$ cat config.mk
export PLATFORM = sky130hd
export DESIGN_NAME = mbox_rmw_writer
export DESIGN_NICKNAME = d
export VERILOG_FILES = /design/src/rtl/mbox_pkg.sv /design/src/rtl/mbox_cmd_decode.sv /design/src/rtl/mbox_byte_merge.sv /design/src/rtl/mbox_rmw_fsm.sv /design/src/rtl/mbox_rmw_writer.sv
export SDC_FILE = /design/constraint.sdc
export NUM_CORES = 1
export LEC_CHECK = 0
export ABC_AREA = 1
export ABC_CLOCK_PERIOD_IN_PS = 3800
export BUFFER_PORTS_ARGS = -buffer_cell sky130_fd_sc_hd__buf_4
export CAP_MARGIN = 25
export CORE_MARGIN = 3
export CORE_UTILIZATION = 25
export CTS_CLUSTER_DIAMETER = 40
export DETAILED_ROUTE_END_ITERATION = 8
export PLACE_DENSITY_LB_ADDON = 0.25
export SYNTH_ARGS = -nofsm -noshare
export SYNTH_HDL_FRONTEND = slang
export SYNTH_HIERARCHICAL = 1
export SYNTH_SLANG_ARGS = --single-unit
$ cat constraint.sdc
create_clock -name clk -period 3.8 [get_ports clk]
set_input_delay 0.38 -clock clk [delete_from_list [all_inputs] [get_ports clk]]
set_output_delay 0.38 -clock clk [all_outputs]
set_load 0.1 [all_outputs]
$ cat src/rtl/mbox_pkg.sv
package mbox_pkg;
   typedef enum logic [2:0] {
      ST_IDLE  = 3'd0,
      ST_READ  = 3'd1,
      ST_WAIT  = 3'd2,
      ST_WRITE = 3'd3,
      ST_DONE  = 3'd4
   } rmw_state_e;

   localparam int CORE_LSB  = 16;
   localparam int KEEP_LSB  = 27;
   localparam int WORD_LSB  = 32;
   localparam int SLOT_LSB  = 2;
   localparam int SLOT_W    = 3;
   localparam int MAIL_OFS  = 32'h20;
   localparam int RAW_ADDR_W = 16;
endpackage

$ cat src/rtl/mbox_cmd_decode.sv
module mbox_cmd_decode #(
   parameter int CMD_W     = 64,
   parameter int DATA_W    = 32,
   parameter int CORE_W    = 10,
   parameter int ADDR_W    = 16,
   parameter int NUM_CORES = 4,
   parameter int MBOX_BASE = 32'h1000,
   localparam int BYTES    = DATA_W / 8
) (
   input  logic [CMD_W-1:0]  cmd_data,
   input  logic              cmd_kind,
   output logic [CORE_W-1:0] core_id,
   output logic              core_ok,
   output logic [DATA_W-1:0] new_word,
   output logic [BYTES-1:0]  keep_mask,
   output logic [ADDR_W-1:0] tgt_addr
);
   import mbox_pkg::*;

   localparam logic [CORE_W:0]   CORE_LIMIT = (CORE_W+1)'(NUM_CORES);
   localparam logic [ADDR_W-1:0] MAIL_ROOT  = ADDR_W'(MBOX_BASE + MAIL_OFS);

   logic [ADDR_W-1:0] mail_addr;
   logic [ADDR_W-1:0] any_addr;
   logic              unused_bits;

   assign core_id   = cmd_data[CORE_LSB +: CORE_W];
   assign core_ok   = {1'b0, core_id} < CORE_LIMIT;
   assign new_word  = cmd_data[WORD_LSB +: DATA_W];
   assign keep_mask = cmd_data[KEEP_LSB +: BYTES];

   assign mail_addr = MAIL_ROOT +
                      {{(ADDR_W-SLOT_LSB-SLOT_W){1'b0}}, cmd_data[SLOT_LSB +: SLOT_W], {SLOT_LSB{1'b0}}};

   generate
      if (ADDR_W > RAW_ADDR_W) begin : g_wide_addr
         assign any_addr = {{(ADDR_W-RAW_ADDR_W){1'b0}}, cmd_data[RAW_ADDR_W-1:0]};
      end else begin : g_exact_addr
         assign any_addr = cmd_data[RAW_ADDR_W-1:0];
      end
   endgenerate

   assign tgt_addr    = cmd_kind ? any_addr : mail_addr;
   assign unused_bits = ^{cmd_data[31], cmd_data[26]};
endmodule

$ cat src/rtl/mbox_byte_merge.sv
module mbox_byte_merge #(
   parameter int DATA_W = 32,
   localparam int BYTES = DATA_W / 8
) (
   input  logic [DATA_W-1:0] old_word,
   input  logic [DATA_W-1:0] new_word,
   input  logic [BYTES-1:0]  keep,
   output logic [DATA_W-1:0] merged
);
   for (genvar b = 0; b < BYTES; b++) begin : g_lane
      assign merged[8*b +: 8] = keep[b] ? old_word[8*b +: 8] : new_word[8*b +: 8];
   end
endmodule

$ cat src/rtl/mbox_rmw_fsm.sv
module mbox_rmw_fsm (
   input  logic clk,
   input  logic rst_n,
   input  logic cmd_valid,
   input  logic core_ok,
   input  logic keep_any,
   input  logic mem_gnt,
   input  logic mem_rvalid,
   output logic cmd_ready,
   output logic accept,
   output logic rd_capture,
   output logic mem_req,
   output logic mem_we,
   output logic done_valid
);
   import mbox_pkg::*;

   rmw_state_e state, state_nx;

   always_comb begin
      state_nx = state;
      unique case (state)
         ST_IDLE:  if (cmd_valid) state_nx = !core_ok ? ST_DONE : (keep_any ? ST_READ : ST_WRITE);
         ST_READ:  if (mem_gnt) state_nx = ST_WAIT;
         ST_WAIT:  if (mem_rvalid) state_nx = ST_WRITE;
         ST_WRITE: if (mem_gnt) state_nx = ST_DONE;
         ST_DONE:  state_nx = ST_IDLE;
         default:  state_nx = ST_IDLE;
      endcase
   end

   always_ff @(posedge clk) begin
      if (!rst_n) state <= ST_IDLE;
      else        state <= state_nx;
   end

   assign cmd_ready  = (state == ST_IDLE);
   assign accept     = cmd_ready && cmd_valid;
   assign rd_capture = (state == ST_WAIT) && mem_rvalid;
   assign mem_req    = (state == ST_READ) || (state == ST_WRITE);
   assign mem_we     = (state == ST_WRITE);
   assign done_valid = (state == ST_DONE);

   assert_done_pulse_R9: assert property (@(posedge clk) disable iff (!rst_n)
      done_valid |=> !done_valid);
   assert_write_after_grant_R9: assert property (@(posedge clk) disable iff (!rst_n)
      mem_req && mem_we && mem_gnt |=> done_valid);
   assert_read_then_wait_R4: assert property (@(posedge clk) disable iff (!rst_n)
      mem_req && !mem_we && mem_gnt |=> !mem_req && !done_valid);
endmodule

$ cat src/rtl/mbox_rmw_writer.sv
module mbox_rmw_writer #(
   parameter int CMD_W     = 64,
   parameter int DATA_W    = 32,
   parameter int CORE_W    = 10,
   parameter int ADDR_W    = 16,
   parameter int NUM_CORES = 4,
   parameter int MBOX_BASE = 32'h1000,
   localparam int BYTES    = DATA_W / 8
) (
   input  logic              clk,
   input  logic              rst_n,
   input  logic              cmd_valid,
   output logic              cmd_ready,
   input  logic              cmd_kind,
   input  logic [CMD_W-1:0]  cmd_data,
   output logic              mem_req,
   output logic              mem_we,
   output logic [CORE_W-1:0] mem_core,
   output logic [ADDR_W-1:0] mem_addr,
   output logic [DATA_W-1:0] mem_wdata,
   input  logic              mem_gnt,
   input  logic              mem_rvalid,
   input  logic [DATA_W-1:0] mem_rdata,
   output logic              done_valid,
   output logic              done_err
);
   generate
      if (CMD_W != 64)                 begin : g_bad_cmd  $error("CMD_W must be 64"); end
      if (DATA_W != 32)                begin : g_bad_data $error("DATA_W must be 32"); end
      if (CORE_W != 10)                begin : g_bad_core $error("CORE_W must be 10"); end
      if (ADDR_W < 16)                 begin : g_bad_addr $error("ADDR_W must be at least 16"); end
      if (NUM_CORES < 1 || NUM_CORES > (1 << CORE_W))
                                       begin : g_bad_num  $error("NUM_CORES out of range"); end
   endgenerate

   logic [CORE_W-1:0] dec_core;
   logic              dec_ok;
   logic [DATA_W-1:0] dec_word;
   logic [BYTES-1:0]  dec_keep;
   logic [ADDR_W-1:0] dec_addr;
   logic              accept, rd_capture;
   logic [DATA_W-1:0] merged;

   logic [CORE_W-1:0] core_q;
   logic [ADDR_W-1:0] addr_q;
   logic [BYTES-1:0]  keep_q;
   logic [DATA_W-1:0] word_q;
   logic              err_q;

   mbox_cmd_decode #(
      .CMD_W(CMD_W), .DATA_W(DATA_W), .CORE_W(CORE_W), .ADDR_W(ADDR_W),
      .NUM_CORES(NUM_CORES), .MBOX_BASE(MBOX_BASE)
   ) u_decode (
      .cmd_data(cmd_data), .cmd_kind(cmd_kind),
      .core_id(dec_core), .core_ok(dec_ok), .new_word(dec_word),
      .keep_mask(dec_keep), .tgt_addr(dec_addr)
   );

   mbox_rmw_fsm u_fsm (
      .clk(clk), .rst_n(rst_n), .cmd_valid(cmd_valid), .core_ok(dec_ok),
      .keep_any(|dec_keep), .mem_gnt(mem_gnt), .mem_rvalid(mem_rvalid),
      .cmd_ready(cmd_ready), .accept(accept), .rd_capture(rd_capture),
      .mem_req(mem_req), .mem_we(mem_we), .done_valid(done_valid)
   );

   mbox_byte_merge #(.DATA_W(DATA_W)) u_merge (
      .old_word(mem_rdata), .new_word(word_q), .keep(keep_q), .merged(merged)
   );

   always_ff @(posedge clk) begin
      if (!rst_n) begin
         core_q <= '0;
         addr_q <= '0;
         keep_q <= '0;
         word_q <= '0;
         err_q  <= 1'b0;
      end else if (accept) begin
         core_q <= dec_core;
         addr_q <= dec_addr;
         keep_q <= dec_keep;
         word_q <= dec_word;
         err_q  <= !dec_ok;
      end else if (rd_capture) begin
         word_q <= merged;
      end
   end

   assign mem_core  = core_q;
   assign mem_addr  = addr_q;
   assign mem_wdata = word_q;
   assign done_err  = done_valid && err_q;

   assert_busy_blocks_R7: assert property (@(posedge clk) disable iff (!rst_n)
      cmd_valid && cmd_ready |=> !cmd_ready);
   assert_no_plain_read_R3: assert property (@(posedge clk) disable iff (!rst_n)
      mem_req && !mem_we |-> keep_q != '0);
   assert_req_hold_R8: assert property (@(posedge clk) disable iff (!rst_n)
      mem_req && !mem_gnt |=> mem_req && $stable(mem_we) && $stable(mem_addr)
                              && $stable(mem_core) && $stable(mem_wdata));
   assert_err_no_access_R2: assert property (@(posedge clk) disable iff (!rst_n)
      mem_req |-> !err_q);
endmodule

==> out/metrics.csv <==
stage,metric,value,unit
outcome,outcome,"complete, no violations",
floorplan,Row Count,44,
clock_network,CTS tree,done,
grt,number of global-route vias before repair,3427,
logic_synthesis,"top cells by count, synth","219 x nand2_1, 70 x nor2_1, 66 x dfxtp_1, 66 x nand3_1",
logic_synthesis,post-synthesis compound-gate area fraction,0.0472,
cells_and_area,P&R area growth vs syn,32.2,%
clock_network,clock root cell,clkbuf_16,
power_and_ir_drop,P_sw,0.883,mW
routing,DR pass1 iterations,6,
logic_synthesis,Synth Area in Adders,0,
logic_synthesis,most common cell in the netlist,nand2_1,
logic_synthesis,Post-Synth XOR/XNOR Area,0,
logic_synthesis,mapped cell area,3810,um2
clock_network,clock sink count,66,
clock_network,hold buffer count at CTS,0,
clock_network,CTS Buffer Depth,2,
grt,GRT overflow,0,
routing,wire length per cell,12.7,um
worst_hold_path,Worst Hold Class,primary input to flip-flop,
placement,Placed Cells,880,
timing,Final Setup Violations,0,
routing,vias per inst,4.18,
worst_setup_path,critical path arrival,2.61,ns
timing,final clock skew,0.00660,ns
grt,pin count of the biggest net entering global routing,66,
worst_setup_path,Worst Setup End Kind,flip-flop,
power_and_ir_drop,Power per Cell Area,477,nW/um2
logic_synthesis,post-synthesis mux area share,0,
logic_synthesis,sequential cell area fraction in the yosys report,0.346,
logic_synthesis,asr flop ratio synth,0,
logic_synthesis,number of synthesized register bits,66,
cells_and_area,Nets,809,
grt,All-Layer GR Usage,0.134,
logic_synthesis,Synth cell types,21,
floorplan,DIE WIDTH,130,um
placement,routability cong.,0.745,
clock_network,TritonCTS buffer count,9,
routing,post-route ant nets,0,
worst_setup_path,Setup crit start kind,flip-flop,
clock_network,post_cts resized,0,
timing,Max Clk Rate,428,MHz
logic_synthesis,ranking of synthesized cells by area,"dfxtp_1 35%, nand2_1 22%, buf_4 11%",
logic_synthesis,Mean Syn Cell Area,6.22,um2
cells_and_area,ANT cells,0,
power_and_ir_drop,leak pwr,2.84,nW
logic_synthesis,number of flops mapped to enable cells by yosys,0,
power_and_ir_drop,Int Power,1.52,mW
power_and_ir_drop,Sw Ratio,0.367,
floorplan,die area,16800,um2
floorplan,IO Pins,165,
timing,Max Slew Vio Count,0,
logic_synthesis,"Primary FF master, synth",dfxtp_1,
power_and_ir_drop,sequential share of power,0.327,
timing,Fin. Hold Viols,0,
logic_synthesis,Synth top area share,0.346,
timing,slew margin rel.,0.424,
floorplan,die height,130,um
routing,initial drt markers,165,
logic_synthesis,Mapped Nets,715,
floorplan,Core Area,14800,um2
clock_network,clock slew at reported path FFs,0.06,ns
logic_synthesis,Post-Synth Simple-Gate Area,0.392,
grt,first-pass GRT wire length,17700,um
timing,Tmin final,2.34,ns
run,MaxCap Viol Count,0,
clock_network,H-tree depth,3,
timing,Worst-Margin Slew,0.862,ns
timing,Final period util,0.615,
logic_synthesis,Ys Warns,6,
power_and_ir_drop,Max VDD drop,0.221,mV
routing,Post-route DRC,0,
worst_setup_path,R2R Setup Slk,1.46,ns
worst_setup_path,Max Fanout on Critical Path,65,
logic_synthesis,largest family of logic cells by synthesized area,simple AND/OR/NAND/NOR gates,
logic_synthesis,Yosys top cell by area,dfxtp_1,
timing,total negative slack,0,ns
power_and_ir_drop,Comb pwr share,0.298,
cells_and_area,Non-Filler Instances,896,
routing,drt total wl,11400,um
power_and_ir_drop,clock share of power,0.375,
floorplan,starting density of the core,0.259,
cells_and_area,layout cells sized above 1,0.279,
worst_setup_path,worst setup path category,flip-flop to flip-flop,
placement,final HPWL from detailed placement,7570,um
clock_network,"Clk Latency, worst-skew pair",0.33,ns
timing,RSZ-0062 raised after global routing,false,
placement,number of I/O port buffers,162,
clock_network,post-CTS setup buffers,0,
grt,initial antenna violation count,0,
worst_setup_path,CP required,4.08,ns
routing,detailed-route via count,3741,
logic_synthesis,Synth Instances,613,
[state kept, by name (all words and copies together), names as in the netlist]
signal,count
u_fsm/state,3
mem_core,10
mem_addr,16
keep_q,4
err_q,1
mem_wdata,32
[stage by stage]
step           cell area [um2]  hold WS (ns)  setup WS (ns)  power [mW]  utilization
6_report                  5040         0.266           1.46        2.41        0.342
5_1_grt                   5040         0.261           1.20        2.53        0.342
4_1_cts                   5040         0.251           1.39        2.45        0.342
3_5_place_dp              4720         0.485           1.41        1.53        0.320
3_3_place_gp              4720         0.477           1.41        1.53        0.320
2_1_floorplan             3810         0.486         0.0534        1.36            -
[path summary, 6_finish.rpt]
check / end / startpoint / cells after the start
max: mem_wdata[1]$_SDFFE_PN0P_ / u_fsm/state[1]$_SDFFE_PN0P_ / 9
min: mem_core[1]$_SDFFE_PN0P_ / cmd_data[17] / 3
max reg2reg: mem_wdata[1]$_SDFFE_PN0P_ / u_fsm/state[1]$_SDFFE_PN0P_ / 9
min reg2reg: mem_core[3]$_SDFFE_PN0P_ / mem_core[3]$_SDFFE_PN0P_ / 2
[kinds of logic after synthesis]
group           after synthesis
compound gates               36
buf+inv                     146
flops                        66
simple gates                365
[cells in the final DEF, fill, tap and decap left out, drive strengths merged]
cell	instances
buf	165
o21ai	33
nand4	1
nand2	220
clkbuf	11
nor3	1
inv	63
clkinv	2
clkinvlp	2
dfxtp	66
a21oi	3
nand3	68
nor2	75
bufinv	2
[layer usage]
| layer | track usage | vias up | wire, um |
|---|---|---|---|
| li1 | - | 2005 | - |
| met1 | 0.174 | 1594 | 5400 |
| met2 | 0.205 | 128 | 4780 |
| met3 | 0.0482 | 14 | 1040 |
| met4 | 0.0513 | 0 | 177 |
| met5 | 0 | - | 0 |
[worst max-delay path, cell delays in order, from the launching register on]
cell	delay, ns
dfxtp_1	0.50
nor2_2	0.09
nand2_1	0.16
nor2_4	0.05
buf_4	0.34
nor2_4	0.77
nand2_1	0.12
nand3_1	0.11
nand2_1	0.05
inv_1	0.06
[power by group through the flow]
stage	Clock, mW	Sequential, mW	Combinational, mW
floorplan	0	1.12	0.245
global placement	0	0.802	0.725
finish	0.902	0.787	0.718
detailed placement	0	0.801	0.726
CTS	0.940	0.787	0.727
global route	0.972	0.795	0.767
[area by class of cell]
type / count / area, um2
tap: 184 / 230
clock buffer: 11 / 243
inverter: 64 / 244
multi-input combinational: 401 / 1690
sequential: 66 / 1320
clock inverter: 5 / 77.6
timing repair buffer: 165 / 1240
fill: 1635 / 9710
No activity file was read; power rests on OpenSTA's default activity.
